===== src/rtl/ddr_rd_pkg.sv =====
// Shared constants, the per-pair slot record and the latency and burst
// length decoders used by the read sequencer. Assumes two bank bits and
// an eight-bit column address.
package ddr_rd_pkg;
    localparam int unsigned BA_W    = 2;
    localparam int unsigned COL_W   = 8;
    localparam int unsigned CLH_MAX = 6;            // largest latency in half cycles
    localparam int unsigned PIPE_D  = CLH_MAX + 1;  // deepest tap of the delay chain
    localparam int unsigned LEFT_W  = 3;

    // One scheduled element pair travelling down the output delay chain
    typedef struct packed {
        logic            v;
        logic            ap;
        logic            tag;
        logic [BA_W-1:0] bank;
    } slot_t;

    // CAS latency in internal (half CK) cycles
    function automatic logic [2:0] cl_half(input logic [1:0] sel);
        case (sel)
            2'd0:    return 3'd4;
            2'd1:    return 3'd5;
            default: return 3'd6;
        endcase
    endfunction

    // Burst length in elements
    function automatic logic [3:0] bl_len(input logic [1:0] sel);
        case (sel)
            2'd0:    return 4'd2;
            2'd1:    return 4'd4;
            default: return 4'd8;
        endcase
    endfunction
endpackage


===== src/rtl/ddr_rd_cmd_dec.sv =====
// Command decoder: recognises a READ on the command pins in the first
// half of a CK cycle and splits out bank, even-aligned column and the
// auto-precharge flag. Assumes the pins are stable over that half cycle.
module ddr_rd_cmd_dec
    import ddr_rd_pkg::*;
#(
    parameter int unsigned ADDR_W = 9,
    parameter int unsigned AP_BIT = 8
) (
    input  logic              ck_hi,
    input  logic              cke,
    input  logic              cs_n,
    input  logic              ras_n,
    input  logic              cas_n,
    input  logic              we_n,
    input  logic [BA_W-1:0]   ba,
    input  logic [ADDR_W-1:0] addr,
    output logic              rd_hit,
    output logic [BA_W-1:0]   rd_bank,
    output logic [COL_W-1:0]  rd_col,
    output logic              rd_ap
);
    // Decode the READ encoding and split the address fields
    always_comb begin
        rd_hit  = ck_hi & cke & ~cs_n & ras_n & ~cas_n & we_n;
        rd_bank = ba;
        rd_col  = addr[COL_W-1:0] & ~COL_W'(1);
        rd_ap   = addr[AP_BIT];
    end
endmodule


===== src/rtl/ddr_rd_burst_gen.sv =====
// Burst generator: schedules one element pair per CK cycle, starting in
// the command cycle. A new READ replaces any burst in progress. Issues the
// storage fetch one internal cycle after scheduling. Assumes the storage
// answers with a fixed one-cycle latency.
module ddr_rd_burst_gen
    import ddr_rd_pkg::*;
(
    input  logic                  clk,
    input  logic                  rst_n,
    input  logic                  ck_hi,
    input  logic [1:0]            bl_sel,
    input  logic                  rd_hit,
    input  logic [BA_W-1:0]       rd_bank,
    input  logic [COL_W-1:0]      rd_col,
    input  logic                  rd_ap,
    output slot_t                 slot_q,
    output logic                  mem_rd_en,
    output logic [BA_W+COL_W-1:0] mem_addr
);
    logic              act;
    logic [BA_W-1:0]   cur_bank;
    logic [COL_W-1:0]  cur_col;
    logic              cur_ap;
    logic              cur_tag;
    logic [LEFT_W-1:0] left;

    logic              s_v;
    logic [BA_W-1:0]   s_bank;
    logic [COL_W-1:0]  s_col;
    logic              s_ap;
    logic              s_tag;
    logic [LEFT_W-1:0] left_n;
    logic [COL_W-1:0]  wrap_mask;
    logic [COL_W-1:0]  nxt_col;
    logic [3:0]        bl;
    logic [BA_W+COL_W-1:0] addr_q;

    // Pick this cycle's pair: a fresh READ wins over the running burst
    always_comb begin
        bl        = bl_len(bl_sel);
        wrap_mask = COL_W'(bl - 4'd1);
        s_v       = 1'b0;
        s_bank    = cur_bank;
        s_col     = cur_col;
        s_ap      = cur_ap;
        s_tag     = cur_tag;
        left_n    = left;
        if (rd_hit) begin
            s_v    = 1'b1;
            s_bank = rd_bank;
            s_col  = rd_col;
            s_ap   = rd_ap;
            s_tag  = ~cur_tag;
            left_n = LEFT_W'(bl >> 1) - LEFT_W'(1);
        end else if (ck_hi && act) begin
            s_v    = 1'b1;
            left_n = left - LEFT_W'(1);
        end
        nxt_col = (s_col & ~wrap_mask) | ((s_col + COL_W'(2)) & wrap_mask);
    end

    // Advance the burst state and register the fetch request
    always_ff @(posedge clk) begin
        if (!rst_n) begin
            act      <= 1'b0;
            cur_bank <= '0;
            cur_col  <= '0;
            cur_ap   <= 1'b0;
            cur_tag  <= 1'b0;
            left     <= '0;
            slot_q   <= '0;
            addr_q   <= '0;
        end else begin
            if (s_v) begin
                act      <= (left_n != '0);
                cur_bank <= s_bank;
                cur_col  <= nxt_col;
                cur_ap   <= s_ap;
                cur_tag  <= s_tag;
                left     <= left_n;
            end
            slot_q <= '{v: s_v, ap: s_ap, tag: s_tag, bank: s_bank};
            addr_q <= {s_bank, s_col};
        end
    end

    assign mem_rd_en = slot_q.v;
    assign mem_addr  = addr_q;

    AST_FETCH_SECOND_HALF: assert property (@(posedge clk) disable iff (!rst_n)
        mem_rd_en |-> !ck_hi);
    AST_FETCH_EVEN_COL: assert property (@(posedge clk) disable iff (!rst_n)
        mem_rd_en |-> !mem_addr[0]);
    AST_FETCH_SPACING: assert property (@(posedge clk) disable iff (!rst_n)
        mem_rd_en |=> !mem_rd_en);
endmodule


===== src/rtl/ddr_rd_out_pipe.sv =====
// Output pipeline: delays each scheduled pair by the CAS latency, counted
// in half CK cycles. Drives the even element then the odd one, generates
// strobe preamble and postamble, and raises the auto-precharge request on
// a burst's last delivered element. Assumes pairs arrive no closer than
// two internal cycles apart.
module ddr_rd_out_pipe
    import ddr_rd_pkg::*;
#(
    parameter int unsigned DATA_W = 32
) (
    input  logic                clk,
    input  logic                rst_n,
    input  logic [1:0]          cl_sel,
    input  slot_t               slot_in,
    input  logic [2*DATA_W-1:0] mem_rdata,
    output logic [DATA_W-1:0]   dq_out,
    output logic                dq_oe,
    output logic                dqs_out,
    output logic                dqs_oe,
    output logic                pre_req,
    output logic [BA_W-1:0]     pre_bank
);
    localparam int unsigned PAIR_W = 2 * DATA_W;

    slot_t             meta   [1:PIPE_D];
    slot_t             meta_q [2:PIPE_D];
    logic [PAIR_W-1:0] pair   [2:PIPE_D];
    logic [PAIR_W-1:0] pair_q [3:PIPE_D];
    int unsigned       clh;
    logic              ev;
    logic              od;
    logic              preamble;

    // Assemble the tap views: stage k holds the pair scheduled k cycles ago
    always_comb begin
        meta[1] = slot_in;
        for (int k = 2; k <= PIPE_D; k++) meta[k] = meta_q[k];
        pair[2] = mem_rdata;
        for (int k = 3; k <= PIPE_D; k++) pair[k] = pair_q[k];
    end

    // Shift metadata and fetched data one stage per internal cycle
    always_ff @(posedge clk) begin
        if (!rst_n) begin
            for (int k = 2; k <= PIPE_D; k++) meta_q[k] <= '0;
            for (int k = 3; k <= PIPE_D; k++) pair_q[k] <= '0;
        end else begin
            for (int k = 2; k <= PIPE_D; k++) meta_q[k] <= meta[k-1];
            for (int k = 3; k <= PIPE_D; k++) pair_q[k] <= pair[k-1];
        end
    end

    // Select the element due now, the strobe and the precharge pulse
    always_comb begin
        clh      = int'(cl_half(cl_sel));
        ev       = meta[clh].v;
        od       = meta[clh+1].v;
        dq_oe    = ev | od;
        dq_out   = ev ? pair[clh][DATA_W-1:0] : pair[clh+1][PAIR_W-1:DATA_W];
        dqs_out  = ev;
        preamble = ~dq_oe & (meta[clh-2].v | meta[clh-1].v);
        dqs_oe   = dq_oe | preamble;
        pre_req  = od & meta[clh+1].ap &
                   ~(meta[clh-1].v & (meta[clh-1].tag == meta[clh+1].tag));
        pre_bank = meta[clh+1].bank;
    end

    AST_ONE_ELEMENT: assert property (@(posedge clk) disable iff (!rst_n)
        $onehot0({ev, od}));
    AST_STROBE_ALTERNATES: assert property (@(posedge clk) disable iff (!rst_n)
        dq_oe && $past(dq_oe) |-> dqs_out != $past(dqs_out));
    AST_START_AFTER_PREAMBLE: assert property (@(posedge clk) disable iff (!rst_n)
        $rose(dq_oe) |-> dqs_out && $past(dqs_oe) && !$past(dqs_out));
    AST_PREAMBLE_HOLDS: assert property (@(posedge clk) disable iff (!rst_n)
        dqs_oe && !dq_oe |=> dqs_oe);
    AST_LAST_LOW: assert property (@(posedge clk) disable iff (!rst_n)
        $fell(dq_oe) |-> !$past(dqs_out));
    AST_PRECHARGE_ON_LAST: assert property (@(posedge clk) disable iff (!rst_n)
        pre_req |-> dq_oe && !dqs_out);
endmodule


===== src/rtl/ddr_rd_seq.sv =====
// Top of the read burst sequencer: tracks the CK phase on the double-rate
// internal clock and ties decoder, burst generator and output pipeline
// together. Assumes cl_sel and bl_sel change only while the bus is idle.
module ddr_rd_seq
    import ddr_rd_pkg::*;
#(
    parameter int unsigned DATA_W = 32,
    parameter int unsigned ADDR_W = 9,
    parameter int unsigned AP_BIT = 8
) (
    input  logic                  clk,
    input  logic                  rst_n,
    input  logic [1:0]            cl_sel,
    input  logic [1:0]            bl_sel,
    input  logic                  cke,
    input  logic                  cs_n,
    input  logic                  ras_n,
    input  logic                  cas_n,
    input  logic                  we_n,
    input  logic [BA_W-1:0]       ba,
    input  logic [ADDR_W-1:0]     addr,
    output logic                  ck_hi,
    output logic                  mem_rd_en,
    output logic [BA_W+COL_W-1:0] mem_addr,
    input  logic [2*DATA_W-1:0]   mem_rdata,
    output logic [DATA_W-1:0]     dq_out,
    output logic                  dq_oe,
    output logic                  dqs_out,
    output logic                  dqs_oe,
    output logic                  pre_req,
    output logic [BA_W-1:0]       pre_bank
);
    logic             ph;
    logic             rd_hit;
    logic [BA_W-1:0]  rd_bank;
    logic [COL_W-1:0] rd_col;
    logic             rd_ap;
    slot_t            slot_q;

    // CK phase: 0 in the half cycle following a rising CK edge
    always_ff @(posedge clk) begin
        if (!rst_n) ph <= 1'b0;
        else        ph <= ~ph;
    end

    assign ck_hi = ~ph;

    ddr_rd_cmd_dec #(.ADDR_W(ADDR_W), .AP_BIT(AP_BIT)) i_dec (
        .ck_hi  (ck_hi),
        .cke    (cke),
        .cs_n   (cs_n),
        .ras_n  (ras_n),
        .cas_n  (cas_n),
        .we_n   (we_n),
        .ba     (ba),
        .addr   (addr),
        .rd_hit (rd_hit),
        .rd_bank(rd_bank),
        .rd_col (rd_col),
        .rd_ap  (rd_ap)
    );

    ddr_rd_burst_gen i_gen (
        .clk      (clk),
        .rst_n    (rst_n),
        .ck_hi    (ck_hi),
        .bl_sel   (bl_sel),
        .rd_hit   (rd_hit),
        .rd_bank  (rd_bank),
        .rd_col   (rd_col),
        .rd_ap    (rd_ap),
        .slot_q   (slot_q),
        .mem_rd_en(mem_rd_en),
        .mem_addr (mem_addr)
    );

    ddr_rd_out_pipe #(.DATA_W(DATA_W)) i_out (
        .clk      (clk),
        .rst_n    (rst_n),
        .cl_sel   (cl_sel),
        .slot_in  (slot_q),
        .mem_rdata(mem_rdata),
        .dq_out   (dq_out),
        .dq_oe    (dq_oe),
        .dqs_out  (dqs_out),
        .dqs_oe   (dqs_oe),
        .pre_req  (pre_req),
        .pre_bank (pre_bank)
    );

    AST_NO_READ_WHEN_DESELECTED: assert property (@(posedge clk) disable iff (!rst_n)
        (cs_n || !cke) && !mem_rd_en |=> !mem_rd_en || $past(ph) == 1'b0);
endmodule


===== config.mk =====
export PLATFORM = sky130hd
export DESIGN_NAME = ddr_rd_seq
export DESIGN_NICKNAME = d
export VERILOG_FILES = /design/src/rtl/ddr_rd_pkg.sv /design/src/rtl/ddr_rd_cmd_dec.sv /design/src/rtl/ddr_rd_burst_gen.sv /design/src/rtl/ddr_rd_out_pipe.sv /design/src/rtl/ddr_rd_seq.sv
export SDC_FILE = /design/constraint.sdc
export NUM_CORES = 1
export LEC_CHECK = 0
export CAP_MARGIN = 20
export CORE_ASPECT_RATIO = 2
export CORE_MARGIN = 2
export CORE_UTILIZATION = 49
export DETAILED_ROUTE_END_ITERATION = 16
export GPL_TIMING_DRIVEN = 1
export PLACE_DENSITY = 0.77
export SYNTH_ARGS = -nofsm -noshare
export SYNTH_HDL_FRONTEND = slang
export SYNTH_SLANG_ARGS = --single-unit

===== constraint.sdc =====
create_clock -name clk -period 1.1 [get_ports clk]
set_clock_uncertainty 0.1 [all_clocks]
set_input_delay 0.11 -clock clk [delete_from_list [all_inputs] [get_ports clk]]
set_output_delay 0.11 -clock clk [all_outputs]
set_load 0.01 [all_outputs]

==> out/results.tsv <==
metric	value	unit
layout_setup_ws	-1.03	ns
async_flop_share	0	%
grt_pass1_wl	35600	um
avgSynthCellArea	11.5	um2
synth_cell_types	38	
synth-seq-cells	348	
maxSlewViolCount	0	
postRouteAntennaNets	0	
crit_type	flip-flop to primary output	
first_iter_violations	250	
reg2reg_slack	-0.13	ns
synth_warnings	0	
die-area	24700	um2
drt_first_pass_iters	4	
critPathCaptureType	primary output	
synthFlopType	dfxtp_1	
place_inst	1383	
chipHeight	220	um
cp-start-kind	flip-flop	
arrival	1.92	ns
r2r-start	i_out.meta_q[0][24]	
clkTransAtPathRegs	0.07	ns
p_per_area	1690	nW/um2
die_w	112	um
rsz0062_at_grt	true	
finalSetupViolations	76	
antenna_found_initial	1	
grt_util_all_layers	18.1	%
min_path_type	primary input to flip-flop	
status	complete, but fails checks	
cp_max_fo	6	
final_layout_size_suffix_gt1_share	23.9	%
cts_max_level	1	
ys_seq_area_share	60.7	%
peakVddDrop	1.53	mV
drv_cap	0	
max_slew_margin	62.8	%
period_minus_slack	2.13	ns
finalInstanceArea	15100	um2
initial_core_util	49.6	%
routed_via_density	4.81	
syn_area	11500	um2
mostFrequentLayoutCell	dfxtp_1	
rows	79	
r2r-end	i_out.meta_q[0][29]	
coreArea	23100	um2
grt_pass1_vias	7194	
cts-root-buf	clkbuf_16	
num-fill-cells	1748	
synth_top_area_share	60.7	%
hpwl	14100	um
cts_buffers	29	
grt_overflow	0	
clock.fmax	0.469	GHz
num-nets-final	1255	
gp_congestion	0.761	
num_vias	7079	
drc	0	
hold_path_end	i_out.pair_q[3][53]	
crit_required	0.89	ns
routedWlPerCell	15.4	um
insertion_delay	0.54	ns
cts_sinks	348	
leakagePower	5.93	nW
ff2ff_path_depth	5	
synth_top_area_cell	dfxtp_1	
final_cell_mix	329 x dfxtp_1, 318 x and2_1, 82 x clkdlybuf4s50_1	
min_from	mem_rdata[53]	
synth_edf_count	0	
synth_nets	1082	
areaGrowthSynthToFinish	31.4	%
clock_path_buffers	3	
tightestPinTransition	0.558	ns
final_cells	1473	
place_area	13300	um2
ios	136	
cts_tree	built	
drt-total-wl	22700	um
finalHoldViolations	0	
grt_max_degree	71	
min_path_cells	2	
violations	setup timing	
period_share	194	%
synth_area_leaders	dfxtp_1 61%, and2_1 17%, mux2i_1 9.6%, a22o_1 2.4%, a21oi_2 2.2%	
port_buffers	134	
syn_inst	995	
[metal layers]
metal,up-vias,GRT usage (%),routed length (um),part of all wire [%]
met5,-,0,0,0
met4,0,7.89,834,3.7
met3,45,3.26,1040,4.6
met2,136,34.6,12500,55
met1,3335,19.0,8360,37
li1,3563,-,-,-
[stage by stage]
| stage | hold slack, ns | power [mW] | TNS (ns) | utilization [%] | worst slack, ns |
|---|---|---|---|---|---|
| 6_report | 0.0249 | 25.6 | -36.73 | 65.2 | -1.03 |
| 5_1_grt | 0.0107 | 26.5 | -41.50 | 65.2 | -1.11 |
| 4_1_cts | 0.00638 | 25.8 | -37.51 | 64.2 | -1.06 |
| 3_5_place_dp | 0.310 | 14.8 | -51.10 | 57.7 | -1.11 |
| 3_3_place_gp | 0.307 | 14.8 | -50.35 | 57.7 | -1.10 |
| 2_1_floorplan | 0.132 | 14.1 | -5.45 | - | -0.206 |
[synth_stat cells (2+ instances only)]
cell	n
and3_1	2
a21oi_1	8
nor2b_1	3
mux2i_1	110
buf_6	10
buf_2	12
o21ai_1	3
xor2_1	4
nand3_1	2
xnor2_1	6
a22o_1	32
o21ai_0	4
buf_1	3
nand2_1	11
nor2_1	26
clkbuf_1	38
clkbuf_4	2
buf_4	3
and2_1	318
inv_1	3
nand4_1	3
a21oi_2	29
dfxtp_1	348
[power breakdown]
group	switching, mW	internal, mW	total [mW]
registers	0.124	12.9	13.1
logic	0.639	0.811	1.45
clock network	4.54	6.52	11.1
total	5.30	20.3	25.6
[layout make-up]
type	instances	area [um2]	area share, %
Sequential cell	348	7000	46.4
Multi-Input combinational cell	575	4510	29.9
Timing Repair Buffer	210	2150	14.3
Antenna cell	1	2.50	0.0166
Clock inverter	16	234	1.55
Clock buffer	36	822	5.45
Tap cell	283	354	2.35
Inverter	4	17.5	0.116
[sequential cells by signal, summed over array words and instances (netlist names)]
signal           cells
i_gen.cur_tag        1
i_gen.act            1
i_gen.left           3
ph                   1
i_gen.cur_ap         1
i_gen.mem_addr       9
i_gen.cur_col        8
i_out.meta_q        30
i_gen.mem_rd_en      1
i_gen.slot_q         3
i_out.pair_q       288
i_gen.cur_bank       2
[worst max-delay path: stages, from the launching register on]
cell,delay (ns)
dfxtp_4,0.37
buf_12,0.14
buf_6,0.11
a2111oi_4,0.33
a21oi_2,0.08
or2_1,0.23
buf_6,0.13
[worst max-delay path by stage]
stage / slack [ns] / endpoint / startpoint
final: -1.03 / dqs_oe / i_out.meta_q[0][29]
after global routing: -1.11 / dqs_oe / i_out.meta_q[0][29]
after CTS: -1.06 / dqs_oe / i_out.meta_q[0][24]
after detailed placement: -1.11 / dq_out[2] / cl_sel[0]
after global placement: -1.10 / dq_out[2] / cl_sel[0]
after floorplan: -0.21 / dqs_oe / i_out.meta_q[0][34]
[timing repair]
item,in CTS,in global routing
setup buffers,27,9
hold buffers,1,0
pin swaps,31,36
cloned,2,2
gates resized for setup,294,43
endpoints found under the setup margin,73,78
hold endpoints to repair,26,0
[kinds of logic (layout without fill, tap and decap cells)]
logic type	Yosys count	in the layout	synth area share (%)
adder cells (fa/ha/maj)	1	1	0.109
AO/OA/AOI/OAI	82	82	5.86
XOR/XNOR	10	10	0.763
buffers and inverters	72	266	3.30
AND/OR/NAND/NOR	372	372	19.7
other	0	1	0
multiplexers	110	110	9.59
flip-flops	348	348	60.7
Note: power is estimated with default switching activity, not from simulation.
